[config.mk]
export PLATFORM = sky130hd
export DESIGN_NAME = seq_unlock_detect
export DESIGN_NICKNAME = d
export VERILOG_FILES = /design/src/rtl/sud_pkg.sv /design/src/rtl/sud_datapath.sv /design/src/rtl/sud_control.sv /design/src/rtl/seq_unlock_detect.sv
export SDC_FILE = /design/constraint.sdc
export NUM_CORES = 1
export LEC_CHECK = 0
export CAP_MARGIN = 20
export CORE_MARGIN = 2
export CORE_UTILIZATION = 45
export CTS_CLUSTER_SIZE = 40
export DETAILED_ROUTE_END_ITERATION = 10
export PLACE_DENSITY = 0.85
export SYNTH_ARGS = -nofsm -noshare
export SYNTH_HDL_FRONTEND = slang
export SYNTH_SLANG_ARGS = --single-unit
[constraint.sdc]
create_clock -name clk -period 2.25 [get_ports clk]
set_input_delay 0.3375 -clock clk [delete_from_list [all_inputs] [get_ports clk]]
set_output_delay 0.3375 -clock clk [all_outputs]
set_load 0.1 [all_outputs]
[src/rtl/sud_pkg.sv]
package sud_pkg;

  localparam int ADDR_W   = 13;
  localparam int KEY_LEN  = 6;
  localparam int STEP_W   = $clog2(KEY_LEN);
  localparam int LAST_IDX = KEY_LEN - 1;

  typedef logic [ADDR_W-1:0] addr_t;
  typedef logic [STEP_W-1:0] step_t;

  localparam step_t LAST_STEP  = step_t'(LAST_IDX);
  localparam addr_t STORE_KEY  = addr_t'(13'h0F0F);
  localparam addr_t RECALL_KEY = addr_t'(13'h0F0E);

  // Shared leading keys, indexed by match step
  function automatic addr_t leadKey(step_t idx);
    case (idx)
      step_t'(0): leadKey = addr_t'(13'h0000);
      step_t'(1): leadKey = addr_t'(13'h1555);
      step_t'(2): leadKey = addr_t'(13'h0AAA);
      step_t'(3): leadKey = addr_t'(13'h1FFF);
      step_t'(4): leadKey = addr_t'(13'h10F0);
      default:    leadKey = addr_t'(13'h0000);
    endcase
  endfunction

  // Datapath to control
  typedef struct packed {
    logic accessDone;
    logic wasWrite;
    logic hitStep;
    logic hitFirst;
    logic hitStore;
    logic hitRecall;
    logic atLast;
  } sudStatus_t;

  // Control to datapath
  typedef struct packed {
    logic advance;
    logic restart;
    logic clear;
    logic fireStore;
    logic fireRecall;
  } sudStrobe_t;

endpackage

[src/rtl/sud_datapath.sv]
module sud_datapath
  import sud_pkg::*;
(
  input  logic       clk,
  input  logic       rstN,
  input  logic       chipEnN,
  input  logic       writeEnN,
  input  addr_t      addr,
  input  sudStrobe_t strobe,
  output sudStatus_t status,
  output step_t      stepQ,
  output logic       storePulse,
  output logic       recallPulse
);

  logic  ceNPrev;
  addr_t capAddr;
  logic  wrSeen;

  always_ff @(posedge clk) begin
    if (!rstN) begin
      ceNPrev     <= 1'b1;
      capAddr     <= '0;
      wrSeen      <= 1'b0;
      stepQ       <= '0;
      storePulse  <= 1'b0;
      recallPulse <= 1'b0;
    end else begin
      ceNPrev <= chipEnN;
      if (!chipEnN) begin
        capAddr <= addr;
        // first low clock of an access starts a fresh write record
        wrSeen  <= (ceNPrev ? 1'b0 : wrSeen) | ~writeEnN;
      end
      if (strobe.clear)
        stepQ <= '0;
      else if (strobe.restart)
        stepQ <= step_t'(1);
      else if (strobe.advance)
        stepQ <= stepQ + step_t'(1);
      storePulse  <= strobe.fireStore;
      recallPulse <= strobe.fireRecall;
    end
  end

  always_comb begin
    status.accessDone = chipEnN & ~ceNPrev;
    status.wasWrite   = wrSeen;
    status.hitStep    = (capAddr == leadKey(stepQ));
    status.hitFirst   = (capAddr == leadKey(step_t'(0)));
    status.hitStore   = (capAddr == STORE_KEY);
    status.hitRecall  = (capAddr == RECALL_KEY);
    status.atLast     = (stepQ == LAST_STEP);
  end

endmodule

[src/rtl/sud_control.sv]
module sud_control
  import sud_pkg::*;
(
  input  logic       busy,
  input  sudStatus_t status,
  output sudStrobe_t strobe
);

  always_comb begin
    strobe = '0;
    if (status.accessDone && !busy) begin
      if (status.wasWrite) begin
        strobe.clear = 1'b1;
      end else if (status.atLast) begin
        if (status.hitStore) begin
          strobe.fireStore = 1'b1;
          strobe.clear     = 1'b1;
        end else if (status.hitRecall) begin
          strobe.fireRecall = 1'b1;
          strobe.clear      = 1'b1;
        end else if (status.hitFirst) begin
          strobe.restart = 1'b1;
        end else begin
          strobe.clear = 1'b1;
        end
      end else if (status.hitStep) begin
        strobe.advance = 1'b1;
      end else if (status.hitFirst) begin
        strobe.restart = 1'b1;
      end else begin
        strobe.clear = 1'b1;
      end
    end
  end

endmodule

[src/rtl/seq_unlock_detect.sv]
module seq_unlock_detect
  import sud_pkg::*;
(
  input  logic              clk,
  input  logic              rstN,
  input  logic              chipEnN,
  input  logic              writeEnN,
  input  logic [ADDR_W-1:0] addr,
  input  logic              busy,
  output logic              storePulse,
  output logic              recallPulse
);

  sudStatus_t status;
  sudStrobe_t strobe;
  step_t      stepQ;

  sud_datapath u_dp (
    .clk        (clk),
    .rstN       (rstN),
    .chipEnN    (chipEnN),
    .writeEnN   (writeEnN),
    .addr       (addr),
    .strobe     (strobe),
    .status     (status),
    .stepQ      (stepQ),
    .storePulse (storePulse),
    .recallPulse(recallPulse)
  );

  sud_control u_ctl (
    .busy  (busy),
    .status(status),
    .strobe(strobe)
  );

endmodule

==> After elaboration in Yosys (flattened, before gate mapping) <==
Cells that the tools add are included.
{ "classes": {"add_sub_neg": 1, "n_eq_ne": 8, "n_mux": 22, "bitwise_logic": 7, "reduce_logical": 8} }
{ "op_table": {"columns": ["operator", "n"], "rows": [
  ["one-hot mux 13 bit (4 select lines)", 1],
  ["== test 13 x 12 -> 1 bit (second input constant)", 2],
  ["two-way mux 1 bit", 15],
  ["== test 13 bit", 1],
  ["logical NOT 13 bit", 1],
  ["two-way mux 2 bit", 5],
  ["== test 3 x 2 -> 1 bit (second input constant)", 2],
  ["== test 3 bit (second input constant)", 2],
  ["two-way mux 5 bit", 1],
  ["inverter 1 bit", 5],
  ["OR reduction 5 bit", 1],
  ["OR reduction 4 bit", 1],
  ["adder 3 x 1 -> 3 bit (second input constant)", 1],
  ["== test 3 x 1 -> 1 bit (second input constant)", 1],
  ["OR reduction 3 bit", 1],
  ["nonzero test 2 bit", 1],
  ["OR reduction 2 bit", 1],
  ["bitwise AND 1 bit", 1],
  ["logical AND 1 bit", 1],
  ["logical NOT 1 bit", 1],
  ["OR 1 bit", 1]
]} }
{ "totals": {"reg_bits": 20, "inputBits": 18, "output_inout_bits": 2, "elab_cells": 53} }

==> Longest topological paths before layout <==
{ "logic_depth": {"word_depth": 9, "ltp_mapped": 9, "depth_no_buf": 8} }

==> Modules after synthesis <==
From an unflattened synthesis, not the netlist that was laid out.
{ "unflattened": {"hier_cells": 115, "hier_area_um2": 1081.0} }
{ "by_module_without_submodules": {"columns": ["mod", "n_inst", "cells_each", "area_each_um2"], "rows": [
  ["sud_datapath", 1, 103, 994.7],
  ["sud_control", 1, 12, 86.3]
]} }

==> Worst setup path before layout <==
OpenSTA, ideal clock, no wires.
{ "synth_timing": {"path_kind": "register to register", "start": "register u_dp.stepQ[1]", "end": "register u_dp.stepQ[2]", "setup_ns": 0.074, "arrival_ns": 2.068, "path_slack_ns": 0.108, "path_stages_with_launch": 9, "cell_sequence": "dfxtp_1 > ha_1 > ha_1 > o21ai_2 > a22oi_2 > mux2i_1 > a2111o_1 > or3_1 > a31oi_1"} }
{ "synth_via": {"elab_chain_len": 8, "elab_cells_between_ends": 16, "classes_between": "add/sub (1); eq/ne (6); mux (8); reduce/logical (1)"} }
{ "synth_rtl": {"columns": ["element", "line_no", "source"], "rows": [
  ["start: declaration", "sud_datapath.sv:11", "output step_t stepQ,"],
  ["start signal: assignment", "sud_datapath.sv:38", "stepQ <= step_t'(1);"],
  ["start signal: assignment", "sud_datapath.sv:40", "stepQ <= stepQ + step_t'(1);"],
  ["== test 3 bit (tied with other cells)", "sud_pkg.sv:17", "case (idx)"],
  ["one-hot mux 13 bit (4 select lines)", "sud_pkg.sv:17", null],
  ["== test 13 bit", "sud_datapath.sv:49", "status.hitStep = (capAddr == leadKey(stepQ));"],
  ["two-way mux 2 bit", "sud_control.sv:26", "end else if (status.hitStep) begin"],
  ["two-way mux 2 bit", "sud_control.sv:14", "end else if (status.atLast) begin"],
  ["two-way mux 1 bit / two-way mux 2 bit (equally long branches)", "sud_control.sv:12", "if (status.wasWrite) begin"],
  ["two-way mux 5 bit", "sud_control.sv:11", "if (status.accessDone && !busy) begin"],
  ["OR reduction 3 bit (no line)", null, null]
]} }
Parallel ways exist; a longest one is shown, timed or not.
A chain may end at the register's enable or synchronous reset.

==> Final worst setup path <==
{ "layout_timing": {"start": "register u_dp.stepQ[0]", "end": "register u_dp.stepQ[1]"} }
The elaborated chain is that of the path after synthesis.

==> impl_metrics.py <==
metrics = {
    "routing": {
        "routed_wl_um": 2100,
        "viasPerCell": 5.23,
        "dr.pass1.iters": 5,
        "route.vias.total": 895,
        "wl_per_cell_um": 12.3,
        "drc_errors": 0,
        "drt_iter0_markers": 22,
        "antenna_left": 0,
    },
    "place": {
        "placedCellCount": 165,
        "place.gp.congestion": 0.793,
        "io_buffers": 19,
        "preCtsSetupSlack_ps": -42.5,
        "hpwlAfterDp_um": 1580,
    },
    "sta": {
        "slew_headroom_pct": 73.7,
        "period_needed_ps": 2190,
        "final_hold_viol_count": 0,
        "clock.fmax_mhz": 457,
        "finClkSkew_ps": 11.9,
        "whs_ps": 498,
        "rsz0062_at_grt": "no",
        "layout_setup_ws_ps": 63.7,
        "fin_crit_sh_pct": 97.2,
        "setup_viol": 0,
        "max_slew.worst_pin.slew_ps": 392,
        "slew_violations": 0,
    },
    "die": {
        "start_util_pct": 47.5,
        "die_y_um": 52.3,
        "die_width_um": 52.3,
        "rows": 17,
        "dieArea_um2": 2740,
        "ios": 20,
        "core_um2": 2210,
    },
    "synth": {
        "yosysMostFrequentCell": "dfxtp_1",
        "netlist_top_cells_area": "dfxtp_1 (38%), mux2i_1 (13%), ha_1 (6.0%)",
        "synth.avg_cell_area_um2": 8.82,
        "syn_nets": 142,
        "ys_seq_area_share_pct": 38.1,
        "synth_cells": 119,
        "ys_ff_latch": 20,
        "yosysTopAreaCell": "dfxtp_1",
        "synthArstFlopShare_pct": 0,
        "synth_edf_count": 0,
        "synth_cell_types": 30,
        "synthTopCellsByCount": "dfxtp_1 (20), mux2i_1 (14), nor2_1 (12)",
        "synth_top_cell_area_share_pct": 38.1,
        "netlist_area_um2": 1050,
        "synth_flop_cell": "dfxtp_1",
        "yosysWarnings": 0,
    },
    "clock_tree": {
        "clockBufferDepth": 2,
        "cts-root-buf": "clkbuf_4",
        "worstSkewPairLatency_ps": 300,
        "cts.sinks": 20,
        "h-tree-depth": 1,
        "path_clk_slew_ps": 130,
        "cts_tree": "built",
        "ctsHoldBuffers": 0,
        "cts_buffers": 3,
    },
    "critical_path": {
        "crit_chain": "ha_4 -> buf_4 -> nor3_4 -> o21ai_1 -> o31a_1 -> a2111o_1 -> buf_4 -> a31o_2 -> a31oi_1",
        "crit_path_max_incr_delay_ps": 450,
        "worst-path-buf-inv": 2,
        "critPathMostFrequentCell": "buf_4",
        "critical_path.startpoint_type": "flop",
        "reg2reg_depth": 9,
        "end_kind": "flop",
        "cp.required_ps": 2470,
        "slowest_stage": "a2111o_1",
        "reg2reg_from": "u_dp.stepQ[0]$_SDFFE_PP0P_",
        "crit_arrival_ps": 2400,
        "worstSetupPathType": "reg -> reg",
        "reg2reg_setup_slack_ps": 60,
        "crit_family": "compound AO/OA/AOI/OAI gates",
        "r2r_end": "u_dp.stepQ[1]$_SDFFE_PP0P_",
        "path_max_fanout": 5,
    },
    "power": {
        "power_mw": 0.783,
        "leakage_nw": 0.537,
        "swShare_pct": 22.0,
        "p_int_mw": 0.611,
        "peakVddDrop_v": 0.000481,
        "comb_power_share_pct": 13.4,
        "share_seq_of_total_power_pct": 48.9,
        "p_clk_share_pct": 37.7,
        "p_switching_mw": 0.172,
        "p_per_area_nw_per_um2": 561,
    },
    "worst_hold_path": {
        "holdPathEnd": "u_dp.recallPulse$_SDFF_PP0_",
        "min_from": "u_dp.capAddr[0]$_SDFFE_PN0N_",
        "min_path_type": "reg -> reg",
        "whs_path_depth": 1,
    },
    "grt": {
        "grt_max_degree": 17,
        "grt_pass1_vias": 815,
        "grt-ovfl-total": 0,
        "grt_pass1_wl_um": 3580,
        "grt.total_usage_pct": 17.2,
        "antenna_found_initial": 0,
    },
    "cells_and_area": {
        "multi_input_area_um2": 656,
        "antenna_cells": 0,
        "fillerInstances": 184,
        "final-seq-area_um2": 408,
        "area_growth_pct": 33.0,
        "layout.cells.non_filler": 171,
        "drive_gt1_share_pct": 17.5,
        "nets": 167,
        "fin_util_pct": 63.1,
    },
    "run_status": {
        "outcome": "completed",
    },
    "flow_run": {
        "drv_cap": 0,
    },
}
-- per-stage QoR --
| step | area, um2 | setup TNS (ps) |
|---|---|---|
| CTS | 1330 | 0 |
| detailed placement | 1270 | -64.3 |
| global placement | 1270 | 0 |
| floorplan | 1050 | 0 |
| finish | 1400 | 0 |
| global route | 1400 | 0 |
-- state kept, by name, summed over array words and instances, names as in the netlist --
| signal | cells |
|---|---|
| u_dp.ceNPrev | 1 |
| u_dp.recallPulse | 1 |
| u_dp.storePulse | 1 |
| u_dp.capAddr | 13 |
| u_dp.wrSeen | 1 |
| u_dp.stepQ | 3 |
-- worst max-delay path by stage --
stage	start	to	slack (ps)	cells after the start
5_1_grt	u_dp.stepQ[0]$_SDFFE_PP0P_	u_dp.stepQ[2]$_SDFFE_PP0P_	3	8
3_3_place_gp	u_dp.stepQ[0]$_SDFFE_PP0P_	u_dp.stepQ[2]$_SDFFE_PP0P_	110	8
6_report	u_dp.stepQ[0]$_SDFFE_PP0P_	u_dp.stepQ[1]$_SDFFE_PP0P_	60	9
4_1_cts	u_dp.stepQ[0]$_SDFFE_PP0P_	u_dp.stepQ[0]$_SDFFE_PP0P_	10	8
2_1_floorplan	u_dp.stepQ[1]$_SDFFE_PP0P_	u_dp.stepQ[2]$_SDFFE_PP0P_	110	8
3_5_place_dp	u_dp.stepQ[0]$_SDFFE_PP0P_	u_dp.stepQ[0]$_SDFFE_PP0P_	-40	8
-- cells by family (layout without fill, tap and decap cells) --
kind of cell	after synthesis	after routing	share of synthesized area (%)
AO/OA/AOI/OAI	14	14	9.65
AND/OR/NAND/NOR	56	56	28.6
multiplexers	14	14	13.3
adder cells (fa/ha/maj)	5	5	5.96
flip-flops	20	20	38.1
buffers and inverters	10	34	4.29
-- worst register-to-register path, delay by kind of cell (launching register included) --
family / cells / cell delay, ps
buffers and inverters: 2 / 320
and+or+nand+nor: 1 / 200
DFF: 1 / 390
AOI/OAI and AO/OA: 5 / 1040
adders and majority gates: 1 / 170
-- placed cells by master (no fill, tap or decap), drive strengths merged, types with 2 or more instances in the layout --
master,n
a22oi,2
a31oi,3
and2,3
buf,7
clkbuf,3
clkdlybuf4s50,17
dfxtp,20
ha,5
inv,6
mux2i,14
nand2,9
nand2b,4
nand3,7
nand4,2
nor2,13
nor2b,9
nor3,3
nor4,3
o21ai,5
or3,2
-- power groups by stage --
stage	Sequential, mW	Clock, mW	Combinational [mW]
final	0.383	0.295	0.105
after global routing	0.385	0.315	0.117
after detailed placement	0.393	0	0.0992
after floorplan	0.390	0	0.0592
after CTS	0.385	0.298	0.100
after global placement	0.392	0	0.0967
-- routing by layer --
layer	vias to the layer above	wire length, um	track usage (%)
met5	-	0	0
met4	0	14	5.56
met3	2	83	2.57
met2	24	1030	29.6
met1	409	976	21.9
li1	460	-	-
-- layout make-up --
class | instances | share of cell area (%)
Sequential cell | 20 | 29.2
Clock buffer | 3 | 1.61
Inverter | 6 | 1.61
Clock inverter | 1 | 2.15
Multi-Input combinational cell | 89 | 47.0
Tap cell | 28 | 2.51
Timing Repair Buffer | 24 | 15.9
-- what timing repair did --
item | 4_1_cts | 5_1_grt
endpoints found under the setup margin | 2 | 3
setup buffers | 0 | 2
resized for setup | 4 | 10
pin swaps | 0 | 4
No activity file was read; power rests on OpenSTA's default activity.
